File: src/rtl/itv_pkg.sv
package itv_pkg;
  // word offsets inside the register window
  localparam int unsigned OFF_ID    = 0;
  localparam int unsigned OFF_MASK  = 1;
  localparam int unsigned OFF_VALUE = 2;
  localparam int unsigned OFF_TSTAT = 3;
  localparam int unsigned OFF_LSTAT = 4;

  // interrupt level reported by the local status register
  localparam int unsigned LB_LEVEL = 8;

  typedef enum logic [2:0] {
    SEL_ID, SEL_MASK, SEL_VALUE, SEL_TSTAT, SEL_LSTAT, SEL_NONE
  } reg_sel_e;

  function automatic logic [31:0] level_code(input int unsigned lvl);
    return 32'((lvl + 1) << 2);
  endfunction
endpackage

File: src/rtl/itv_prescaler.sv
module itv_prescaler #(
  parameter int unsigned TICK_SHIFT = 14
) (
  input  logic clk,
  input  logic rst,
  output logic tick
);
  generate
    if (TICK_SHIFT == 0) begin : g_every
      assign tick = 1'b1;
    end else begin : g_div
      localparam int unsigned PW = TICK_SHIFT;
      logic [PW-1:0] div_q;
      always_ff @(posedge clk) begin
        if (rst) div_q <= '0;
        else     div_q <= div_q + 1'b1;
      end
      assign tick = &div_q;
    end
  endgenerate
endmodule

File: src/rtl/itv_countdown.sv
module itv_countdown #(
  parameter int unsigned CNT_W = 32
) (
  input  logic             clk,
  input  logic             rst,
  input  logic             tick,
  input  logic             load,
  input  logic [CNT_W-1:0] load_val,
  input  logic             ack,
  input  logic             mask_nz,
  output logic [CNT_W-1:0] start_q,
  output logic             irq
);
  localparam logic [CNT_W-1:0] ONE = CNT_W'(1);

  logic [CNT_W-1:0] live_q;
  logic             step;

  assign step = tick && mask_nz && (start_q != '0) && (live_q != '0);

  always_ff @(posedge clk) begin
    if (rst) begin
      live_q  <= '0;
      start_q <= '0;
      irq     <= 1'b0;
    end else if (load) begin
      live_q  <= load_val;
      start_q <= load_val;
    end else if (ack) begin
      irq    <= 1'b0;
      live_q <= start_q;
    end else if (step) begin
      live_q <= live_q - ONE;
      if (live_q == ONE) irq <= 1'b1;
    end
  end
endmodule

File: src/rtl/itv_regfile.sv
module itv_regfile
  import itv_pkg::*;
#(
  parameter int unsigned DATA_W = 32,
  parameter int unsigned ADDR_W = 10,
  parameter int unsigned CNT_W  = 32
) (
  input  logic              clk,
  input  logic              rst,
  input  logic              bus_sel,
  input  logic              bus_wr,
  input  logic [ADDR_W-1:0] bus_addr,
  input  logic [DATA_W-1:0] bus_wdata,
  input  logic [DATA_W-1:0] cpu_id,
  input  logic              lb_pend,
  input  logic [CNT_W-1:0]  start_val,
  output logic              load,
  output logic [CNT_W-1:0]  load_val,
  output logic              ack,
  output logic              mask_nz,
  output logic [DATA_W-1:0] bus_rdata
);
  localparam logic [DATA_W-1:0] LB_CODE = DATA_W'(level_code(LB_LEVEL));

  reg_sel_e          sel;
  logic              rd_en, wr_en;
  logic [DATA_W-1:0] mask_q;
  logic [DATA_W-1:0] rd_mux;

  always_comb begin
    case (bus_addr)
      ADDR_W'(OFF_ID):    sel = SEL_ID;
      ADDR_W'(OFF_MASK):  sel = SEL_MASK;
      ADDR_W'(OFF_VALUE): sel = SEL_VALUE;
      ADDR_W'(OFF_TSTAT): sel = SEL_TSTAT;
      ADDR_W'(OFF_LSTAT): sel = SEL_LSTAT;
      default:            sel = SEL_NONE;
    endcase
  end

  assign rd_en    = bus_sel && !bus_wr;
  assign wr_en    = bus_sel && bus_wr;
  assign load     = wr_en && (sel == SEL_VALUE);
  assign load_val = CNT_W'(bus_wdata);
  assign ack      = rd_en && (sel == SEL_TSTAT);
  assign mask_nz  = (mask_q != '0);

  always_ff @(posedge clk) begin
    if (rst)                              mask_q <= '0;
    else if (wr_en && (sel == SEL_MASK))  mask_q <= bus_wdata;
  end

  always_comb begin
    case (sel)
      SEL_ID:    rd_mux = cpu_id;
      SEL_MASK:  rd_mux = mask_q;
      SEL_VALUE: rd_mux = DATA_W'(start_val);
      SEL_LSTAT: rd_mux = lb_pend ? LB_CODE : '0;
      default:   rd_mux = '0;
    endcase
  end

  always_ff @(posedge clk) begin
    if (rst)        bus_rdata <= '0;
    else if (rd_en) bus_rdata <= rd_mux;
    else            bus_rdata <= '0;
  end
endmodule

File: src/rtl/ivtimer.sv
module ivtimer #(
  parameter int unsigned DATA_W     = 32,
  parameter int unsigned ADDR_W     = 10,
  parameter int unsigned CNT_W      = 32,
  parameter int unsigned TICK_SHIFT = 14
) (
  input  logic              clk,
  input  logic              rst,
  input  logic              bus_sel,
  input  logic              bus_wr,
  input  logic [ADDR_W-1:0] bus_addr,
  input  logic [DATA_W-1:0] bus_wdata,
  output logic [DATA_W-1:0] bus_rdata,
  input  logic [DATA_W-1:0] cpu_id,
  input  logic              lb_pend,
  output logic              timer_irq
);
  logic             tick_w;
  logic             load_w, ack_w, mask_nz_w;
  logic [CNT_W-1:0] load_val_w, start_w;

  itv_prescaler #(.TICK_SHIFT(TICK_SHIFT)) u_pre (
    .clk(clk), .rst(rst), .tick(tick_w)
  );

  itv_regfile #(.DATA_W(DATA_W), .ADDR_W(ADDR_W), .CNT_W(CNT_W)) u_regs (
    .clk(clk), .rst(rst),
    .bus_sel(bus_sel), .bus_wr(bus_wr), .bus_addr(bus_addr),
    .bus_wdata(bus_wdata), .cpu_id(cpu_id), .lb_pend(lb_pend),
    .start_val(start_w), .load(load_w), .load_val(load_val_w),
    .ack(ack_w), .mask_nz(mask_nz_w), .bus_rdata(bus_rdata)
  );

  itv_countdown #(.CNT_W(CNT_W)) u_cnt (
    .clk(clk), .rst(rst), .tick(tick_w), .load(load_w),
    .load_val(load_val_w), .ack(ack_w), .mask_nz(mask_nz_w),
    .start_q(start_w), .irq(timer_irq)
  );
endmodule

File: config.mk
export PLATFORM = sky130hd
export DESIGN_NAME = ivtimer
export DESIGN_NICKNAME = d
export VERILOG_FILES = /design/src/rtl/itv_pkg.sv /design/src/rtl/itv_prescaler.sv /design/src/rtl/itv_countdown.sv /design/src/rtl/itv_regfile.sv /design/src/rtl/ivtimer.sv
export SDC_FILE = /design/constraint.sdc
export NUM_CORES = 1
export LEC_CHECK = 0
export BUFFER_PORTS_ARGS = -buffer_cell sky130_fd_sc_hd__buf_2
export CAP_MARGIN = 5
export CORE_MARGIN = 3
export CORE_UTILIZATION = 50
export DETAILED_ROUTE_END_ITERATION = 12
export GPL_TIMING_DRIVEN = 1
export HOLD_SLACK_MARGIN = 0.03
export PLACE_DENSITY = 0.77
export SYNTH_ARGS = -nofsm -noshare
export SYNTH_HDL_FRONTEND = slang
export SYNTH_SLANG_ARGS = --single-unit
File: constraint.sdc
create_clock -name clk -period 3.7 [get_ports clk]
set_clock_uncertainty 0.05 [all_clocks]
set_input_delay 1.11 -clock clk [delete_from_list [all_inputs] [get_ports clk]]
set_output_delay 1.11 -clock clk [all_outputs]
set_load 0.05 [all_outputs]
# After elaboration in Yosys (flattened, before gate mapping)
# Cells that the tools add are included.
# word_totals
regBits	143
latch_bits	0
ramBits	0
romBits	0
out_inout_bits	33
word_cells	48
mem_count	0
# op_classes
n_addsub	2
n_mul	0
div	0
order_cmp	0
eq_ne	9
shifts	0
n_mux	9
n_bitwise	2
n_reduce_logical	20
# ops
cell	n
one-hot mux 32 bit (4 select lines)	1
2-to-1 mux 32 bit	3
nonzero test 32 bit	3
equality test 32 x 1 -> 1 bit (second input constant)	1
subtractor 32 x 1 -> 32 bit (second input constant)	1
equality test 10 x 2 -> 1 bit (second input constant)	2
one-hot mux 3 bit (5 select lines)	1
adder 14 x 1 -> 14 bit (second input constant)	1
AND reduction 14 bit	1
equality test 10 x 1 -> 1 bit (second input constant)	1
equality test 10 x 3 -> 1 bit (second input constant)	1
zero test 10 bit	1
logical AND 1 bit	8
equality test 3 x 2 -> 1 bit (second input constant)	2
2-to-1 mux 6 bit	1
nonzero test 2 bit	2
equality test 3 x 1 -> 1 bit (second input constant)	1
equality test 3 bit (second input constant)	1
zero test 3 bit	1
2-to-1 mux 1 bit	3
AND reduction 3 bit	1
nonzero test 3 bit	1
NOT 1 bit	2
OR reduction 2 bit	1
zero test 1 bit	1

# Depth between registers and ports, before layout
# logic_depth
depth_word	7
ltp_mapped	9
depth_no_buf	8

# Cells and area by module
# Synthesis repeated with hierarchy kept, for this count alone.
# hier_totals
cells_unflattened	845
area_unflattened_um2	7601.0
# modules_own_cells
mod	n_inst	cells_each	area_each_um2	seq_area_each_um2
itv_regfile	1	387	3587.2	1281.2
itv_countdown	1	389	3385.7	1301.2
itv_prescaler	1	69	628.1	280.3

# Worst setup path before layout
# No wires, ideal clock.
# synth_path
path_kind	input to register
startpoint	input port bus_addr[7]
endpoint	register u_cnt.live_q[9]
setup_ps	117
arrival_time_ps	2898
t_required_ps	3533
path_slack_ps	634
stages	8
n_path_buf	2
cell_sequence	or4_1 -> buf_4 -> nor4b_4 -> and2_1 -> buf_2 -> nor3_1 -> a221o_1 -> a32o_1
# synth_via
elab_chain_len	6
# synth_lines
item	line_no	rtl
start, declared	ivtimer.sv:11	input logic [ADDR_W-1:0] bus_addr,
equality test 10 x 3 -> 1 bit, or another cell as far along	itv_regfile.sv:31	case (bus_addr)
one-hot mux 3 bit (5 select lines) *	itv_regfile.sv:31	
equality test 3 x 2 -> 1 bit	itv_regfile.sv:45	assign ack = rd_en && (sel == SEL_TSTAT);
logical AND 1 bit	itv_regfile.sv:45	
2-to-1 mux 32 bit	itv_countdown.sv:29	end else if (ack) begin
2-to-1 mux 32 bit	itv_countdown.sv:26	end else if (load) begin
end signal, assigned	itv_countdown.sv:27	live_q <= load_val;
end signal, assigned	itv_countdown.sv:31	live_q <= start_q;
end signal, assigned	itv_countdown.sv:33	live_q <= live_q - ONE;
end, declared	itv_countdown.sv:16	logic [CNT_W-1:0] live_q;
# Every way passes the cells marked *; elsewhere a longest branch is shown, timed or not.
# A chain may end at the register's enable or synchronous reset.

# Final worst setup path
# layout_path
startpoint	input port bus_addr[7]
endpoint	register u_regs.mask_q[21]
# layout_via
elab_chain_len	4
# layout_lines
item	line_no	rtl
equality test 10 x 3 -> 1 bit, or another cell as far along	itv_regfile.sv:31	
one-hot mux 3 bit (5 select lines) *	itv_regfile.sv:31	
equality test 3 x 1 -> 1 bit *	itv_regfile.sv:50	else if (wr_en && (sel == SEL_MASK)) mask_q <= bus_wdata;
logical AND 1 bit *	itv_regfile.sv:50	
end signal, assigned	itv_regfile.sv:50	
end, declared	itv_regfile.sv:27	logic [DATA_W-1:0] mask_q;
# Marks and branches as above.

==> reports/summary.md <==
The flow ran to the end, and the final reports show no timing, DRC or antenna violations. The worst path required time was 3.93 ns; the number of nets in the layout was 1,012. The tools report the max-cap violation count as 0. Setup repair after global routing left no endpoint under its margin. The tools report the number of max-slew violations in the final report as 0. The path class of the tightest hold or removal check is reg2reg.

The layout cell share with drive strength beyond 1 is 0.202, and the number of antenna violations at the first check in global routing is 0. The run gives 19,900 µm as the aggregate routed wire length. The tools report the count of routing violations after the opening detailed-route iteration as 723.

The floorplan has 42 rows. The via total after detailed routing came out at 6,583. The sequential power share is 0.442. The leakage power came out at 3.41 nW.

The worst-case headroom to the max-slew limit was 0.468; the effective utilization at floorplan was 0.517. The area growth from synthesis to layout is 19.8%. The number of nets handed over by synthesis was 916. Using the TritonRoute via totals, the vias-per-cell ratio works out to 5.89. After synthesis the cells add up to 0.00696 mm². Clock tree synthesis selected as its root buffer the cell sky130_fd_sc_hd__clkbuf_16. Timing would allow up to 331 MHz.

TritonCTS built the clock tree. In this design, the stage delay of the slowest critical-path cell is 0.59 ns. Adding up every negative setup slack in the final design gives 0 ns. Among all flip-flop cells after synthesis, the most frequent one is sky130_fd_sc_hd__dfxtp_1.

The routed length per instance works out to 17.8 µm. The clock drives 143 sinks. Entering global routing, the biggest net connects 56 pins. Summed over all instances, the cell type with the most area after synthesis is sky130_fd_sc_hd__dfxtp_1. The average instance area after synthesis is 8.36 µm², and the transition time at the pin with the least slew margin is 0.798 ns. The combined global-route utilization of all metal layers is 0.261, and the post-synthesis register bit count is 143. The final number of setup-violating endpoints came out at 0. Across the VDD grid, the largest voltage drop is 405 µV.

The via count of the first global-routing pass is 6,024. The Yosys warning count is 0, and the part of the cycle the worst path needs is 0.817. Pin placement for this block handled 112 I/O pins.

Yosys attributes the largest share of cell area to sky130_fd_sc_hd__dfxtp_1 41%, sky130_fd_sc_hd__mux2i_1 9.2%, sky130_fd_sc_hd__nor2_1 7.7%. Counting every instance in the synthesized netlist gives 833. The number of port buffers is 111. The tools report the cell area after placement as 0.00773 mm². The first global-routing pass estimated 31,400 µm of wire. The critical path goes through buf_2, or4_1, buf_4, nor3_1, nand2_1, nor3_4, buf_12, mux2i_1, nor2_1. Together, buffers and inverters on the worst path number 3. The count of nets left with antenna violations once routing finished came out at 0. The fraction of the yosys area taken by sequential cells is 0.411, and the final instance area is 0.00834 mm². The count of cells in the finished layout, fillers not included, comes to 1,118. STA classifies the critical path startpoint as a primary input. The area share of the largest cell type after synthesis came out at 0.411. For this design the total switching power over the nets is 0.801 mW.

Global routing finished with a remaining overflow of 0. The sort of element at the end of the critical path was a register. For the total instance count after detailed placement, the log shows 1,086.

The internal portion of the total power is 2.69 mW. Once detailed placement completed, the half-perimeter wirelength came to 14,000 µm. Portion of total power attributed to the clock network: 0.508. The number of detailed-routing iterations run before antenna repair was 7; the largest fanout on the critical path was 15. The run gives 0.620 as the core occupancy in the finished layout.

The number of cells upsized or downsized after cts is 0, and the combinational share of power is 0.050. After layout, the minimum clock period comes to 3.02 ns. Routability-driven placement finished with a final weighted congestion of 0.934. The post-synthesis cell type count is 65. After detailed routing, the number of remaining DRC violations is 0. Post-CTS timing repair inserted 0 buffers for setup.

For the worst setup path, the data arrival time is 3.25 ns. Buffers inserted during clock tree synthesis total 17. For the hold violation total from the final report, the log shows 0.

Kind of cell adding the most delay to the critical path: simple AND/OR/NAND/NOR gates. The H-tree was split into 4 levels. Clock-pin slew was measured on the worst setup and hold paths at 0.06 ns. The switching power as a share of total power works out to 0.229. Among all stages on the critical path, the largest delay is contributed by sky130_fd_sc_hd__or4_1.

The count of flip-flops with a built-in enable after synthesis came out at 0. In this run the vertical extent of the chip is 124 µm. At the later pin of the worst-skew pair, clock insertion delay measures 0.42 ns.

The repair_antennas step left the layout with diodes totalling 0. In this run, post-CTS hold repair placed 0 buffers. Area of the die: 0.0154 mm². From left edge to right edge, the die measures 124 µm. The worst setup path is of the in2reg kind. The number of buffers on the longest clock path is 2. The standard cell core area was 0.0135 mm²; the power density of the placed cells was 419 mW/mm². The share of synthesized registers carrying an async set or reset is 0.
-- cells in the final DEF, fill, tap and decap left out, types with 17 or more instances in the layout --
cell type and instances:
sky130_fd_sc_hd__mux2i_1 64, sky130_fd_sc_hd__buf_4 20, sky130_fd_sc_hd__nor3_1 21, sky130_fd_sc_hd__buf_2 110, sky130_fd_sc_hd__a21oi_1 77, sky130_fd_sc_hd__nor2_1 143, sky130_fd_sc_hd__nand2_1 95, sky130_fd_sc_hd__clkbuf_16 17
sky130_fd_sc_hd__dfxtp_1 143, sky130_fd_sc_hd__nor4_1 22
-- area by class of cell --
cell class                 count  area [µm²]
clock buffer                  19         443
inverter                      12        45.0
tap                          176         220
timing repair buffer         135         801
sequential                   143        2860
multi-input combinational    620        3800
fill                        1176        5120
clock inverter                13         163
-- Yosys cell counts (8+ instances only) --
library cell               number
sky130_fd_sc_hd__o21ai_0        8
sky130_fd_sc_hd__nand3_1       16
sky130_fd_sc_hd__a31oi_1        8
sky130_fd_sc_hd__a211oi_1      10
sky130_fd_sc_hd__nor3_1        21
sky130_fd_sc_hd__nand4_1       11
sky130_fd_sc_hd__xor2_1        16
sky130_fd_sc_hd__a21oi_1       77
sky130_fd_sc_hd__xnor2_1        9
sky130_fd_sc_hd__inv_1         12
sky130_fd_sc_hd__nor2_1       143
sky130_fd_sc_hd__clkbuf_1      32
sky130_fd_sc_hd__nor4_1        22
sky130_fd_sc_hd__and3_1         9
sky130_fd_sc_hd__buf_2          9
sky130_fd_sc_hd__mux2i_1       64
sky130_fd_sc_hd__dfxtp_1      143
sky130_fd_sc_hd__nand2_1       95
sky130_fd_sc_hd__a32o_1         9
sky130_fd_sc_hd__a311oi_1       8
-- metrics by stage --
step | hold slack, ns | total power, mW | setup WS (ns)
finish | 0.423 | 3.49 | 0.677
global route | 0.443 | 3.58 | 0.539
CTS | 0.424 | 3.50 | 0.696
detailed placement | 0.415 | 1.75 | 0.304
global placement | 0.393 | 1.75 | 0.355
floorplan | 0.376 | 1.68 | 0.634
-- state kept, by name, summed over array words and instances (netlist names) --
name,flops
u_pre.g_div.div_q,14
u_cnt.live_q,32
u_cnt.irq,1
u_cnt.start_q,32
u_regs.mask_q,32
u_regs.bus_rdata,32
-- worst min-delay path, cell delays in order (launching register included) --
cell	delay (ns)
sky130_fd_sc_hd__dfxtp_1	0.32
sky130_fd_sc_hd__nand2_1	0.06
sky130_fd_sc_hd__o22ai_1	0.05
-- path summary, 6_finish.rpt --
check | start | to | slack (ns) | cells after the start
worst max register to register | u_cnt.live_q[24]$_SDFFE_PP0P_ | u_cnt.live_q[12]$_SDFFE_PP0P_ | 1.06 | 7
worst min-delay path | u_cnt.live_q[31]$_SDFFE_PP0P_ | u_cnt.live_q[31]$_SDFFE_PP0P_ | 0.42 | 2
worst max-delay path | bus_addr[7] | u_regs.mask_q[21]$_SDFFE_PP0P_ | 0.68 | 9
worst min register to register | u_cnt.live_q[31]$_SDFFE_PP0P_ | u_cnt.live_q[31]$_SDFFE_PP0P_ | 0.42 | 2
-- cells by family after synthesis --
logic type / Yosys count / synth area share
flops: 143 / 0.411
fa+ha+maj: 4 / 0.00719
simple gates: 362 / 0.256
compound gates: 165 / 0.156
mux: 64 / 0.0920
buf+inv: 70 / 0.0455
xor+xnor: 25 / 0.0315
-- power by group through the flow --
stage | registers (mW) | clock network, mW | logic (mW)
6_report | 1.55 | 1.77 | 0.175
5_1_grt | 1.55 | 1.84 | 0.190
4_1_cts | 1.55 | 1.78 | 0.174
3_5_place_dp | 1.58 | 0 | 0.172
3_3_place_gp | 1.58 | 0 | 0.171
2_1_floorplan | 1.58 | 0 | 0.0972
-- metal layers --
layer,vias to the layer above,share of wire,wire length (µm),global-route usage
met5,-,0,0,0
met4,0,0.020,397,0.0856
met3,33,0.070,1400,0.0481
met2,266,0.47,9300,0.418
met1,3119,0.44,8800,0.357
li1,3165,-,-,-
Power figures use the tool's default switching activity.
